===== config.mk =====
export PLATFORM = sky130hd
export DESIGN_NAME = linkFramer
export DESIGN_NICKNAME = d
export VERILOG_FILES = /design/src/rtl/lnkFramerPkg.sv /design/src/rtl/txCtrl.sv /design/src/rtl/txPath.sv /design/src/rtl/rxCtrl.sv /design/src/rtl/rxPath.sv /design/src/rtl/linkFramer.sv
export SDC_FILE = /design/constraint.sdc
export NUM_CORES = 1
export LEC_CHECK = 0
export ABC_AREA = 1
export ABC_CLOCK_PERIOD_IN_PS = 2800
export CAP_MARGIN = 10
export CELL_PAD_IN_SITES_DETAIL_PLACEMENT = 1
export CELL_PAD_IN_SITES_GLOBAL_PLACEMENT = 2
export CORE_AREA = 2 2 140 108
export CTS_CLUSTER_SIZE = 20
export DETAILED_ROUTE_END_ITERATION = 7
export DIE_AREA = 0 0 142 110
export GPL_TIMING_DRIVEN = 0
export PLACE_DENSITY_LB_ADDON = 0.15
export SYNTH_ARGS = -nofsm -noshare
export SYNTH_HDL_FRONTEND = slang
export SYNTH_SLANG_ARGS = --single-unit

===== constraint.sdc =====
create_clock -name clk -period 2.8 [get_ports clk]
set_input_delay 0.56 -clock clk [delete_from_list [all_inputs] [get_ports clk]]
set_output_delay 0.56 -clock clk [all_outputs]
set_load 0.1 [all_outputs]

===== src/rtl/lnkFramerPkg.sv =====
package lnkFramerPkg;

  typedef enum logic [1:0] {
    FLIT_IDLE = 2'b00,
    FLIT_TAG  = 2'b01,
    FLIT_BODY = 2'b10,
    FLIT_EOP  = 2'b11
  } flitKind_e;

  // strobes from transmit control to transmit datapath
  typedef struct packed {
    logic sendTag;
    logic sendWord;
    logic wordIsEnd;
  } txStrobe_t;

  // strobes from receive control to receive datapath
  typedef struct packed {
    logic push;
    logic cut;
    logic discard;
    logic pop;
  } rxStrobe_t;

endpackage


===== src/rtl/txCtrl.sv =====
module txCtrl
  import lnkFramerPkg::*;
#(
  parameter int BUF_DEPTH = 4
) (
  input  logic       clk,
  input  logic       rstN,
  input  logic       txValid,
  input  logic       txLast,
  input  logic [1:0] creditIn,
  output logic       txReady,
  output txStrobe_t  stb
);
  localparam int CW = $clog2(BUF_DEPTH + 1);

  logic          inBody;
  logic [CW-1:0] credit;
  logic [CW-1:0] gain;
  logic          haveCredit;
  logic          spend;

  assign haveCredit    = (credit != '0);
  assign txReady       = inBody && haveCredit;
  assign stb.sendTag   = !inBody && txValid && haveCredit;
  assign stb.sendWord  = inBody && txValid && haveCredit;
  assign stb.wordIsEnd = txLast;
  assign spend         = stb.sendTag || stb.sendWord;
  assign gain          = CW'(creditIn[0]) + CW'(creditIn[1]);

  always_ff @(posedge clk) begin
    if (!rstN) begin
      inBody <= 1'b0;
      credit <= CW'(BUF_DEPTH);
    end else begin
      credit <= credit - CW'(spend) + gain;
      if (stb.sendTag) begin
        inBody <= 1'b1;
      end else if (stb.sendWord && txLast) begin
        inBody <= 1'b0;
      end
    end
  end

endmodule


===== src/rtl/txPath.sv =====
module txPath
  import lnkFramerPkg::*;
#(
  parameter int FLIT_W = 16,
  parameter int CTL_W  = 4
) (
  input  logic              clk,
  input  logic              rstN,
  input  txStrobe_t         stb,
  input  logic [FLIT_W-1:0] txRoute,
  input  logic [FLIT_W-1:0] txData,
  output logic [FLIT_W-1:0] lnkData,
  output logic [CTL_W-1:0]  lnkCtl
);
  localparam int RSV_W = CTL_W - 2;

  flitKind_e wordKind;
  assign wordKind = stb.wordIsEnd ? FLIT_EOP : FLIT_BODY;

  always_ff @(posedge clk) begin
    if (!rstN) begin
      lnkData <= '0;
      lnkCtl  <= '0;
    end else if (stb.sendTag) begin
      lnkData <= txRoute;
      lnkCtl  <= {{RSV_W{1'b0}}, FLIT_TAG};
    end else if (stb.sendWord) begin
      lnkData <= txData;
      lnkCtl  <= {{RSV_W{1'b0}}, wordKind};
    end else begin
      lnkData <= '0;
      lnkCtl  <= {{RSV_W{1'b0}}, FLIT_IDLE};
    end
  end

endmodule


===== src/rtl/rxCtrl.sv =====
module rxCtrl
  import lnkFramerPkg::*;
(
  input  logic       clk,
  input  logic       rstN,
  input  logic [1:0] inKind,
  input  logic       rxReady,
  input  logic       fifoFull,
  input  logic       fifoEmpty,
  output rxStrobe_t  stb
);
  logic pktOpen;
  logic isTag;
  logic isData;

  assign isTag  = (inKind == FLIT_TAG);
  assign isData = (inKind == FLIT_BODY) || (inKind == FLIT_EOP);

  assign stb.push    = (isTag || (isData && pktOpen)) && !fifoFull;
  assign stb.cut     = isTag && pktOpen;
  assign stb.discard = isData && !pktOpen;
  assign stb.pop     = rxReady && !fifoEmpty;

  always_ff @(posedge clk) begin
    if (!rstN) begin
      pktOpen <= 1'b0;
    end else if (isTag) begin
      pktOpen <= 1'b1;
    end else if (inKind == FLIT_EOP) begin
      pktOpen <= 1'b0;
    end
  end

endmodule


===== src/rtl/rxPath.sv =====
module rxPath
  import lnkFramerPkg::*;
#(
  parameter int FLIT_W    = 16,
  parameter int BUF_DEPTH = 4,
  parameter int REV_W     = 4
) (
  input  logic              clk,
  input  logic              rstN,
  input  rxStrobe_t         stb,
  input  logic [FLIT_W-1:0] inData,
  input  logic [1:0]        inKind,
  output logic              fifoFull,
  output logic              fifoEmpty,
  output logic              rxValid,
  output logic [FLIT_W-1:0] rxData,
  output logic [1:0]        rxKind,
  output logic              rxCut,
  output logic              rxFrameErr,
  output logic [REV_W-1:0]  creditOut
);
  localparam int PW = (BUF_DEPTH > 1) ? $clog2(BUF_DEPTH) : 1;
  localparam int CW = $clog2(BUF_DEPTH + 1);
  localparam logic [PW-1:0] LAST_SLOT = PW'(BUF_DEPTH - 1);

  logic [FLIT_W-1:0] dataMem [BUF_DEPTH];
  logic [1:0]        kindMem [BUF_DEPTH];
  logic              cutMem  [BUF_DEPTH];

  logic [PW-1:0] wrPtr;
  logic [PW-1:0] rdPtr;
  logic [CW-1:0] fill;

  function automatic logic [PW-1:0] nextSlot(input logic [PW-1:0] p);
    return (p == LAST_SLOT) ? '0 : p + PW'(1);
  endfunction

  assign fifoFull  = (fill == CW'(BUF_DEPTH));
  assign fifoEmpty = (fill == '0);
  assign rxValid   = !fifoEmpty;
  assign rxData    = dataMem[rdPtr];
  assign rxKind    = kindMem[rdPtr];
  assign rxCut     = cutMem[rdPtr];

  always_ff @(posedge clk) begin
    if (stb.push) begin
      dataMem[wrPtr] <= inData;
      kindMem[wrPtr] <= inKind;
      cutMem[wrPtr]  <= stb.cut;
    end
  end

  always_ff @(posedge clk) begin
    if (!rstN) begin
      wrPtr      <= '0;
      rdPtr      <= '0;
      fill       <= '0;
      creditOut  <= '0;
      rxFrameErr <= 1'b0;
    end else begin
      if (stb.push) wrPtr <= nextSlot(wrPtr);
      if (stb.pop)  rdPtr <= nextSlot(rdPtr);
      fill       <= fill + CW'(stb.push) - CW'(stb.pop);
      creditOut  <= {{(REV_W - 2){1'b0}}, stb.discard, stb.pop};
      rxFrameErr <= stb.discard;
    end
  end

endmodule


===== src/rtl/linkFramer.sv =====
module linkFramer
  import lnkFramerPkg::*;
#(
  parameter int FLIT_W    = 16,
  parameter int BUF_DEPTH = 4
) (
  input  logic              clk,
  input  logic              rstN,
  input  logic              txValid,
  output logic              txReady,
  input  logic [FLIT_W-1:0] txRoute,
  input  logic [FLIT_W-1:0] txData,
  input  logic              txLast,
  output logic [FLIT_W-1:0] txLnkData,
  output logic [3:0]        txLnkCtl,
  input  logic [3:0]        txLnkCredit,
  input  logic [FLIT_W-1:0] rxLnkData,
  input  logic [3:0]        rxLnkCtl,
  output logic [3:0]        rxLnkCredit,
  output logic              rxValid,
  input  logic              rxReady,
  output logic [FLIT_W-1:0] rxData,
  output logic [1:0]        rxKind,
  output logic              rxCut,
  output logic              rxFrameErr
);
  localparam int CTL_W = 4;
  localparam int REV_W = 4;

  txStrobe_t txStb;
  rxStrobe_t rxStb;
  logic      fifoFull;
  logic      fifoEmpty;
  logic      unusedRsvBits;

  // reserved bits of the incoming control and reverse fields are not decoded
  assign unusedRsvBits = ^{rxLnkCtl[3:2], txLnkCredit[3:2]};

  txCtrl #(.BUF_DEPTH(BUF_DEPTH)) u_txCtrl (
    .clk      (clk),
    .rstN     (rstN),
    .txValid  (txValid),
    .txLast   (txLast),
    .creditIn (txLnkCredit[1:0]),
    .txReady  (txReady),
    .stb      (txStb)
  );

  txPath #(.FLIT_W(FLIT_W), .CTL_W(CTL_W)) u_txPath (
    .clk     (clk),
    .rstN    (rstN),
    .stb     (txStb),
    .txRoute (txRoute),
    .txData  (txData),
    .lnkData (txLnkData),
    .lnkCtl  (txLnkCtl)
  );

  rxCtrl u_rxCtrl (
    .clk       (clk),
    .rstN      (rstN),
    .inKind    (rxLnkCtl[1:0]),
    .rxReady   (rxReady),
    .fifoFull  (fifoFull),
    .fifoEmpty (fifoEmpty),
    .stb       (rxStb)
  );

  rxPath #(.FLIT_W(FLIT_W), .BUF_DEPTH(BUF_DEPTH), .REV_W(REV_W)) u_rxPath (
    .clk        (clk),
    .rstN       (rstN),
    .stb        (rxStb),
    .inData     (rxLnkData),
    .inKind     (rxLnkCtl[1:0]),
    .fifoFull   (fifoFull),
    .fifoEmpty  (fifoEmpty),
    .rxValid    (rxValid),
    .rxData     (rxData),
    .rxKind     (rxKind),
    .rxCut      (rxCut),
    .rxFrameErr (rxFrameErr),
    .creditOut  (rxLnkCredit)
  );

endmodule


==> Flow_metrics.wiki, run 1 <==
{| class="wikitable"
! Metric !! Value
|-
| Worst reg2reg path depth || 9
|-
| Die Area || 15600 um2
|-
| Cell area power density || about 1000 nW/um2
|-
| Worst Min Path Start || u_rxCtrl.pktOpen
|-
| Synthesized area per cell || 11.7 um2
|-
| Final std cell area, no fill || 6020 um2
|-
| Element type at the critical path end || output port
|-
| Post-CTS clock slew at the launch and capture registers of the worst setup and hold paths || 0.07 ns
|-
| Slowest stage cell on the critical path || clkdlybuf4s50_1
|-
| Hold Path Class || flop to flop
|-
| Final setup violation count || 0
|-
| Leakage power of the design || 2.33 nW
|-
| Count of vias placed by the detailed router || 3094
|-
| Post-synthesis sequential element count || 110
|-
| End of the worst register-to-register path || u_rxPath.fill[2]
|-
| DRT Pass-1 Iters || 4
|-
| CTS Hold Bufs || 0
|-
| Global-route usage over all layers || 0.143
|-
| Placed Instance Area || 5760 um2
|-
| Routability congestion estimate || 0.703
|-
| Count of mapped cells out of synthesis || between 300 and 400
|-
| Critical Path Start Type || flop
|-
| First-pass GRT wire length || around 17000 um
|-
| # diodes || 0
|-
| Hold WS || 0.495 ns
|-
| Number of global-route vias before repair || 3205
|-
| Launching point of the worst reg2reg path || u_rxPath.fill[1]
|-
| Area of the mapped netlist || roughly 4500 um2
|-
| Required time of the critical path || 2.24 ns
|-
| Worst-margin pin slew || 1.02 ns
|-
| WHS Endpoint || u_rxPath.creditOut[1]
|-
| TNS Setup || 0 ns
|-
| Number of nets still failing antenna checks after routing || 0
|-
| Starting Density || 0.315
|-
| Total chip power || 6.27 mW
|-
| Number of top-level pins || ~110
|-
| Final-report hold violation count || 0
|-
| Post-CTS Setup Bufs || 0
|-
| Post-layout nets || 571
|-
| Worst setup skew after layout || around 0.009 ns
|-
| Number of distinct library cells after synthesis || 33
|-
| Tcrit/Tclk final || 0.960
|-
| List of cells traversed by the critical path || nor2_1 > nand2_1 > clkdlybuf4s50_1
|-
| Vertical die dimension || ~110 um
|-
| Clock tree from TritonCTS || done
|-
| Core Box Area || roughly 14000 um2
|-
| Clk root buf || clkbuf_16
|-
| Via-per-instance ratio || ~4.5
|-
| Number of buffers created by CTS || 9
|-
| Peak supply drop || about 310 uV
|-
| Max incr delay on CP || around 1.2 ns
|-
| Commonest non-fill, non-tap cell in the layout || clkdlybuf4s50_1
|-
| H-tree depth reported by CTS || 3
|-
| Largest net degree at the start of global routing || 20
|-
| Highest-count cells in the layout ignoring fill and taps || 77 x clkdlybuf4s50_1, 76 x edfxtp_1, 51 x nor2_1
|-
| Wire length after detailed routing || 10900 um
|-
| Remaining design rule violation count || 0
|-
| Max-slew violations || 0
|-
| Global route overflow || 0
|-
| Count of port buffers added during placement || 97
|-
| Cell depth of the worst min-delay path || 1
|-
| Share of cells above drive strength 1 || 0.169
|-
| Die width || 142 um
|-
| First DRT Iteration DRCs || 59
|-
| Arrival time at the worst endpoint || 2.13 ns
|-
| Max Fclk || 0.372 GHz
|-
| Fin crit period || 2.69 ns
|-
| Unrepaired setup endpoints after global routing || no
|-
| Portion of the post-synthesis area used by sequential elements || 0.661
|-
| Number of synthesis warnings || 0
|-
| Top area cells in the synthesized netlist || edfxtp_1 51%, dfxtp_1 15%, nor2_1 4.6%, o21ai_0 3.7%, inv_1 3.6%
|-
| Area growth from synthesis to layout || 34.5%
|-
| Antenna violations before repair || 0
|-
| DP HPWL || 7760 um
|-
| Class of the most critical setup path || flop to output port
|-
| Placed cell count || roughly 670
|-
| Family with the most delay on the worst path || buffers and inverters
|-
| CTS Sinks || 110
|-
| Number of cells in the finished layout apart from fillers || 682
|-
| Wirelength per Cell || ~16 um
|-
| Outcome || completed
|-
| Number of cell rows || 38
|-
| FF-to-FF setup slack || 0.81 ns
|-
| Number of buffers on the longest clock path || 2
|-
| Slew margin rel. || 0.320
|-
| Buffering stage count on the worst path with inverters included || 1
|-
| Share of the synthesized area in the top cell type || 0.509
|-
| Leading area contributor after synthesis || edfxtp_1
|-
| Clk_lat worst skew || 0.35 ns
|-
| Worst Path Max Fanout || 6
|-
| Max capacitance violation total || 0
|-
| Total of fill cells in the finished design || 1519
|}
[logic make-up (layout without fill, tap and decap cells)]
logic type,count (synthesis),count (layout),synth area share
compound gates,78,78,0.100
buf+inv,70,187,0.0821
fa+ha+maj,13,13,0.0397
flops,110,110,0.661
simple gates,108,108,0.112
xor+xnor,2,2,0.00391
other cells,1,4,0.000837
[power by group]
group	leakage, nW	switching (mW)	internal, mW
combinational	1.21	2.29	0.667
clock	0.153	0.603	0.707
sequential	0.971	0.0803	1.92
total	2.33	2.97	3.30
[repair_timing]
| item | 4_1_cts | 5_1_grt |
|---|---|---|
| gates resized for setup | 65 | 7 |
| cloned | 0 | 0 |
| endpoints found under the setup margin | 20 | 14 |
[Yosys cell counts]
master / count
o22ai_1: 19
clkbuf_8: 1
dfxtp_1: 34
o21ai_0: 33
xnor2_1: 2
buf_12: 1
nor2_4: 1
edfxtp_1: 76
or2_0: 1
nand3_1: 6
o21ai_1: 12
nand2_1: 21
nand2_4: 2
buf_8: 1
buf_4: 9
inv_6: 1
nand3_4: 1
ha_1: 11
inv_1: 43
or2_2: 2
nor3_1: 2
buf_2: 4
nor2_1: 55
inv_2: 4
buf_6: 3
fa_1: 2
a21oi_1: 5
nor2_2: 1
clkbuf_2: 1
nand4_1: 16
o21ai_2: 9
clkbuf_1: 2
conb_1: 1
[state kept, by name, indices dropped and copies added, names as in the netlist, 2 cells and up, named ones only]
register            cells
u_rxPath.dataMem       64
u_rxPath.cutMem         4
u_rxPath.rdPtr          2
u_txPath.lnkCtl         2
u_txPath.lnkData       16
u_txCtrl.credit         3
u_rxPath.fill           3
u_rxPath.wrPtr          2
u_rxPath.creditOut      2
u_rxPath.kindMem        8
[metrics by stage]
step           utilization  setup WS [ns]
3_3_place_gp         0.400         -0.763
2_1_floorplan            -         0.0326
5_1_grt              0.424        0.00855
4_1_cts              0.425        0.00276
3_5_place_dp         0.405         -0.284
6_report             0.424          0.113
[layout make-up]
type / count / area [um2] / share of cell area
Buffer: 22 / 184 / 0.0305
Clock buffer: 9 / 225 / 0.0374
Clock inverter: 7 / 82.6 / 0.0137
Inverter: 48 / 185 / 0.0307
Multi-Input combinational cell: 205 / 1170 / 0.194
Sequential cell: 110 / 2960 / 0.492
Tap cell: 180 / 225 / 0.0374
Timing Repair Buffer: 101 / 988 / 0.164
[worst register-to-register path, cell delays in order (launching register included)]
cell,delay [ns]
dfxtp_1,0.37
nor2_1,0.08
nand2_1,0.15
nand2_1,0.21
ha_1,0.34
inv_1,0.04
ha_1,0.18
fa_1,0.39
nor2_1,0.11
nor2_1,0.05
[worst max path at each step]
stage,start,endpoint,slack [ns],depth (start not counted)
2_1_floorplan,flop,rxData[10],0.03,4
5_1_grt,u_rxPath.fill[1],rxValid,0.009,3
3_3_place_gp,rxLnkCtl[0],u_rxPath.dataMem[0][9],-0.76,5
3_5_place_dp,flop,rxData[12],-0.28,5
6_report,u_rxPath.fill[1],rxValid,0.11,3
4_1_cts,flop,rxData[1],0.003,6
[routing by layer]
layer	GRT usage	vias up	wire length, um
li1	-	1540	-
met1	0.180	1474	4920
met2	0.238	69	5160
met4	0.0436	0	102
met5	0	-	0
met3	0.0471	11	722
Power figures use the tool's default switching activity.
==> inputs of run 2 (changes only) <==
CORE_AREA = 2 2 114 138   (was 2 2 140 108)
DIE_AREA = 0 0 116 140   (was 0 0 142 110)
SYNTH_HIERARCHICAL = 1   (was unset)
==> Flow_metrics.wiki, run 2 <==
{| class="wikitable"
! Metric !! Value
|-
| Unrepaired setup endpoints after global routing || no
|-
| Launching point of the worst reg2reg path || u_txCtrl/credit[1]
|-
| Async set-or-reset flop fraction in the synthesized netlist || 0
|-
| Post-synth EDFFs || 76
|-
| Share of cells above drive strength 1 || 0.138
|-
| Worst setup skew after layout || 0.00903 ns
|-
| Global-route usage over all layers || 0.147
|-
| Clk_lat worst skew || 0.36 ns
|-
| Wirelength per Cell || 15.2 um
|-
| Clock share of power || 0.191
|-
| Max Fclk || 0.378 GHz
|-
| Area growth from synthesis to layout || 32.9%
|-
| Commonest cells post-synth || 95 x nand2_1, 76 x edfxtp_1, 63 x inv_1, 34 x dfxtp_1, 25 x a21oi_1
|-
| Number of global-route vias before repair || ~3400
|-
| Global route overflow || 0
|-
| Number of buffers on the longest clock path || 2
|-
| Element type at the critical path end || output port
|-
| Worst reg2reg path depth || 10
|-
| Most common cell in the netlist || nand2_1
|-
| Reg power frac || 0.316
|-
| Worst Path Max Fanout || 4
|-
| Clk root buf || clkbuf_16
|-
| Slew margin rel. || 0.298
|-
| DRT Pass-1 Iters || 4
|-
| Prevailing post-synth register cell || edfxtp_1
|-
| Antenna violations before repair || 0
|-
| Switching share of power || 0.490
|-
| Peak supply drop || 359 uV
|-
| FF-to-FF setup slack || between 0.6 and 0.7 ns
|-
| Number of top-level pins || 107
|-
| Util after Layout || 0.409
|-
| Area of the mapped netlist || around 4600 um2
|-
| Starting Density || 0.308
|-
| Critical Path Start Type || flop
|-
| Synthesized area per cell || 10.7 um2
|-
| Hold Path Class || flop to flop
|-
| Fin crit period || 2.65 ns
|-
| Placed Instance Area || 5810 um2
|-
| Wire length after detailed routing || 11300 um
|-
| Post-CTS Setup Bufs || 0
|-
| Final std cell area, no fill || 6070 um2
|-
| Via-per-instance ratio || 4.38
|-
| Count of vias placed by the detailed router || ~3300
|-
| End of the worst register-to-register path || u_txCtrl/credit[2]
|-
| Arrival time at the worst endpoint || between 2 and 2.5 ns
|-
| Die Area || between 15000 and 20000 um2
|-
| Count of mapped cells out of synthesis || 426
|-
| Count of port buffers added during placement || 98
|-
| Largest net degree at the start of global routing || 21
|-
| Vertical die dimension || 140 um
|-
| Placement-stage worst setup slack || -0.0550 ns
|-
| CTS Hold Bufs || 0
|-
| DP HPWL || 7800 um
|-
| Outcome || completed
|-
| Worst-margin pin slew || 1.05 ns
|-
| Remaining design rule violation count || 0
|-
| Number of buffers created by CTS || 9
|-
| Number of nets still failing antenna checks after routing || 0
|-
| Cell area power density || 1040 nW/um2
|-
| First DRT Iteration DRCs || 144
|-
| H-tree depth reported by CTS || 3
|-
| Core Box Area || 14800 um2
|-
| Routability congestion estimate || 0.726
|-
| Commonest non-fill, non-tap cell in the layout || nand2_1
|-
| Number of distinct library cells after synthesis || 28
|-
| Total of fill cells in the finished design || roughly 1700
|-
| # diodes || 0
|-
| Max capacitance violation total || 0
|-
| Final setup margin || 0.154 ns
|-
| Worst Min Path Start || u_rxCtrl/pktOpen
|-
| Class of the most critical setup path || flop to output port
|-
| Leakage power of the design || 2.51 nW
|-
| Final setup violation count || 0
|-
| Required time of the critical path || about 2.2 ns
|-
| Tcrit/Tclk final || 0.945
|-
| Number of synthesis warnings || 6
|-
| Last element of the critical path || txReady
|-
| Highest-count cells in the layout ignoring fill and taps || 95 x nand2_1, 79 x clkdlybuf4s50_1, 76 x edfxtp_1
|-
| First-pass GRT wire length || between 15000 and 20000 um
|-
| Share of the synthesized area in the top cell type || 0.500
|-
| Die width || 116 um
|-
| Flip-flop count of the largest register after layout || 64
|-
| Post-synthesis sequential element count || 110
|-
| Top area cells in the synthesized netlist || edfxtp_1 50%, dfxtp_1 15%, nand2_1 7.8%, inv_1 5.2%, o211ai_1 3.1%
|-
| Clock tree from TritonCTS || done
|-
| Top register by number of flip-flops || u_rxPath/dataMem
|-
| CTS Sinks || 110
|-
| Worst setup path startpoint || u_txCtrl/credit[1]
|-
| Final-report hold violation count || 0
|-
| Top Registers || u_rxPath/dataMem (64), u_txPath/lnkData (16), u_rxPath/kindMem (8)
|-
| Max-slew violations || 0
|-
| Comb pwr share || 0.493
|-
| Switching power total || 3.09 mW
|-
| Portion of the post-synthesis area used by sequential elements || 0.649
|-
| Cell-internal power || 3.21 mW
|-
| Number of cell rows || 49
|-
| Leading area contributor after synthesis || edfxtp_1
|-
| Post-layout nets || 609
|-
| Post-CTS clock slew at the launch and capture registers of the worst setup and hold paths || approximately 0.07 ns
|}
run 2: changes by cell type after synthesis, sizes merged, moves of 2 or more:
cell,before,now
ha,11,8
clkinv,0,3
nor2,57,16
nand3,7,3
nand2,23,99
or2,3,0
clkbuf,4,2
o21ai,54,20
inv,48,73
a21oi,5,25
o22ai,19,0
buf,18,23
o211ai,0,19
run 2: what timing repair did:
action	CTS	global route
pin swaps	0	0
gates cloned	0	0
gates resized for setup	51	8
setup endpoints to repair	19	7
run 2: metal layers:
| metal | vias up | track usage | routed length, um |
|---|---|---|---|
| met5 | - | 0 | 0 |
| met4 | 0 | 0.0526 | 183 |
| met3 | 12 | 0.0368 | 489 |
| met2 | 64 | 0.275 | 6160 |
| met1 | 1585 | 0.158 | 4480 |
| li1 | 1608 | - | - |
run 2: cells by family (layout without fill, tap and decap cells):
family	after synthesis	after routing	synth area share
buf+inv	101	215	0.104
compound gates	65	65	0.0822
simple gates	136	136	0.126
flops	110	110	0.649
fa+ha+maj	11	11	0.0351
xor+xnor	1	1	0.00192
other cells	2	4	0.00165
run 2: worst min path at each step:
stage / endpoint / slack, ns / cells after the start
floorplan: u_rxCtrl/pktOpen / 0.46 / 2
global placement: u_rxCtrl/pktOpen / 0.49 / 2
global route: u_rxCtrl/pktOpen / 0.56 / 2
finish: u_rxCtrl/pktOpen / 0.50 / 2
CTS: u_rxCtrl/pktOpen / 0.51 / 2
detailed placement: u_rxCtrl/pktOpen / 0.50 / 2
run 2: worst max-delay path, cell delays in order, from the launching register on:
cell and delay [ns]:
dfxtp_1 0.37, nor2_2 0.08, a21oi_1 0.13, clkdlybuf4s50_1 1.15
run 2: final cells by class:
type	instances	area, um2	share of cell area
sequential	110	2960	0.488
multi-input combinational	217	1130	0.187
timing repair buffer	98	967	0.159
inverter	76	290	0.0478
tap	204	255	0.0421
clock buffer	9	225	0.0371
buffer	25	186	0.0307
clock inverter	7	47.5	0.00784
run 2: power groups by stage:
stage	Combinational (mW)	Clock [mW]	Sequential (mW)
6_report	3.11	1.20	1.99
5_1_grt	3.30	1.31	2.01
4_1_cts	3.17	1.26	1.99
3_5_place_dp	3.23	0	2.03
3_3_place_gp	3.18	0	2.02
2_1_floorplan	2.16	0	2.26
run 2: stage by stage:
stage          std cells  power, mW  hold WS, ns  TNS (ns)
3_3_place_gp         730       5.21        0.488    -0.102
3_5_place_dp         730       5.26        0.502    -0.208
5_1_grt              746       6.62        0.557         0
2_1_floorplan        428       4.42        0.465         0
6_report             746       6.30        0.505         0
4_1_cts              746       6.43        0.513         0
==> inputs of run 3 (changes only) <==
ABC_AREA = unset   (was 1)
CORE_AREA = 2 2 107 130   (was 2 2 114 138)
DIE_AREA = 0 0 109 132   (was 0 0 116 140)
HOLD_SLACK_MARGIN = 0.03   (was unset)
MAX_ROUTING_LAYER = met4   (was unset)
==> Flow_metrics.wiki, run 3 <==
{| class="wikitable"
! Metric !! Value
|-
| Number of global-route vias before repair || 2761
|-
| Core Box Area || 13100 um2
|-
| Post-layout nets || 449
|-
| Number of synthesis warnings || 6
|-
| Via-per-instance ratio || between 4 and 5
|-
| Placement-stage worst setup slack || -0.339 ns
|-
| Global-route usage over all layers || 0.138
|-
| Top register by number of flip-flops || u_rxPath/dataMem
|-
| Largest net degree at the start of global routing || 21
|-
| Top area cells in the synthesized netlist || edfxtp_1 52%, dfxtp_1 16%, mux4_1 5.4%, mux4_2 5.2%, ha_1 2.3%
|-
| Post-synth EDFFs || 76
|-
| Element type at the critical path end || output port
|-
| Hold Path Class || flop to flop
|-
| Most common cell in the netlist || edfxtp_1
|-
| CTS Hold Bufs || 0
|-
| Flip-flop count of the largest register after layout || 64
|-
| Commonest non-fill, non-tap cell in the layout || clkdlybuf4s50_1
|-
| Count of mapped cells out of synthesis || roughly 270
|-
| Number of nets still failing antenna checks after routing || 0
|-
| Required time of the critical path || ~2.2 ns
|-
| Count of vias placed by the detailed router || 2545
|-
| Die width || 109 um
|-
| TNS Setup || 0 ns
|-
| Arrival time at the worst endpoint || 2.07 ns
|-
| Vertical die dimension || 132 um
|-
| Antenna violations before repair || 0
|-
| Final-report hold violation count || 0
|-
| # diodes || 0
|-
| Max-slew violations || 0
|-
| Share of the synthesized area in the top cell type || 0.523
|-
| Post-synthesis sequential element count || 110
|-
| Number of top-level pins || 107
|-
| First-pass GRT wire length || 14600 um
|-
| FF-to-FF setup slack || 0.41 ns
|-
| First DRT Iteration DRCs || 69
|-
| Number of cell rows || 46
|-
| Clk_lat worst skew || 0.34 ns
|-
| Max capacitance violation total || 0
|-
| Global route overflow || 0
|-
| Wire length after detailed routing || 8950 um
|-
| Starting Density || 0.334
|-
| DRT Pass-1 Iters || 4
|-
| Number of distinct library cells after synthesis || 35
|-
| Class of the most critical setup path || flop to output port
|-
| Die Area || 14400 um2
|-
| Clock tree from TritonCTS || done
|-
| CTS Sinks || 110
|-
| Leading area contributor after synthesis || edfxtp_1
|-
| Commonest cells post-synth || 76 x edfxtp_1, 34 x dfxtp_1, 19 x nand2_1, 16 x nand3_1, 13 x inv_1
|-
| Highest-count cells in the layout ignoring fill and taps || 79 x clkdlybuf4s50_1, 76 x edfxtp_1, 34 x dfxtp_1
|-
| DP HPWL || 6260 um
|-
| Worst Path Max Fanout || 5
|-
| Slew margin rel. || 0.327
|-
| Final setup margin || 0.169 ns
|-
| Critical Path Start Type || flop
|-
| Count of port buffers added during placement || 98
|-
| Cell area power density || 924 nW/um2
|-
| Peak supply drop || 459 uV
|-
| Worst setup skew after layout || ~0.011 ns
|-
| Tcrit/Tclk final || 0.940
|-
| Portion of the post-synthesis area used by sequential elements || 0.679
|-
| H-tree depth reported by CTS || 3
|-
| Async set-or-reset flop fraction in the synthesized netlist || 0
|-
| Clk root buf || clkbuf_16
|-
| Remaining design rule violation count || 0
|-
| Worst-margin pin slew || 1.01 ns
|-
| Final setup violation count || 0
|-
| Area growth from synthesis to layout || 34.3%
|-
| Post-CTS clock slew at the launch and capture registers of the worst setup and hold paths || around 0.080 ns
|-
| Wirelength per Cell || about 16 um
|-
| Unrepaired setup endpoints after global routing || no
|-
| Outcome || completed
|-
| Routability congestion estimate || ~0.69
|-
| Area of the mapped netlist || 4370 um2
|-
| Top Registers || u_rxPath/dataMem (64), u_txPath/lnkData (16), u_rxPath/kindMem (8)
|-
| Number of buffers created by CTS || 9
|-
| Max Fclk || 0.380 GHz
|-
| Prevailing post-synth register cell || edfxtp_1
|-
| Number of buffers on the longest clock path || 2
|-
| Fin crit period || ~2.6 ns
|-
| Share of cells above drive strength 1 || 0.186
|-
| Synthesized area per cell || 16.4 um2
|-
| Leakage power of the design || about 2.1 nW
|}
run 3: final cells by class:
type                    count  area [um2]
well taps                 168         210
flip-flops and latches    110        2960
multi-input cells         128        1230
clock inverters             6        62.6
clock buffers              10         229
fillers                  1318        7200
inverters                  14        52.6
plain buffers              16         129
repair buffers             98         982
run 3: final timing paths:
kind,start,to,depth (start not counted)
max,u_txCtrl/credit[1],txReady,2
min,u_txCtrl/inBody,u_txCtrl/inBody,2
max reg2reg,u_txCtrl/credit[1],u_txCtrl/credit[2],8
min reg2reg,u_txCtrl/inBody,u_txCtrl/inBody,2
run 3: critical path, cell delays in order, from the launching register on:
cell and delay [ns]:
dfxtp_1 0.42, o31a_2 0.17, clkdlybuf4s50_1 1.12
run 3: layer usage:
| layer | up-vias | share of wire | track usage |
|---|---|---|---|
| met3 | 9 | 0.057 | 0.0302 |
| met4 | 0 | 0.018 | 0.0577 |
| li1 | 1208 | - | - |
| met2 | 73 | 0.51 | 0.223 |
| met5 | - | 0 | - |
| met1 | 1255 | 0.42 | 0.167 |
run 3: report_power, final:
group | leakage, nW | total, mW | internal, mW | switching [mW]
logic | 1.01 | 2.20 | 0.643 | 1.55
clock network | 0.143 | 1.23 | 0.630 | 0.601
registers | 0.972 | 1.99 | 1.91 | 0.0780
total | 2.13 | 5.42 | 3.19 | 2.23
run 3: timing repair:
action | in CTS | in global routing
resized for setup | 39 | 4
endpoints found under the setup margin | 19 | 76
setup buffers | 0 | 0
run 3: logic make-up (layout without fill, tap and decap cells):
family                   after synthesis  in the layout  share of synthesized area
buffers and inverters                 30            144                     0.0415
AND/OR/NAND/NOR                       65             65                     0.0774
adder cells (fa/ha/maj)               11             11                     0.0367
AO/OA/AOI/OAI                         24             24                     0.0407
XOR/XNOR                               2              2                     0.0109
flip-flops                           110            110                      0.679
other                                  2              4                    0.00172
multiplexers                          22             22                      0.113
run 3: per-stage QoR:
| stage | std cells | hold slack (ns) | utilization | total power [mW] | cell area (um2) |
|---|---|---|---|---|---|
| 2_1_floorplan | 268 | 0.476 | - | 3.77 | 4370 |
| 3_3_place_gp | 534 | 0.500 | 0.426 | 4.29 | 5570 |
| 3_5_place_dp | 534 | 0.511 | 0.426 | 4.31 | 5570 |
| 4_1_cts | 550 | 0.520 | 0.448 | 5.51 | 5860 |
| 5_1_grt | 550 | 0.561 | 0.449 | 5.67 | 5860 |
| 6_report | 550 | 0.520 | 0.449 | 5.42 | 5860 |
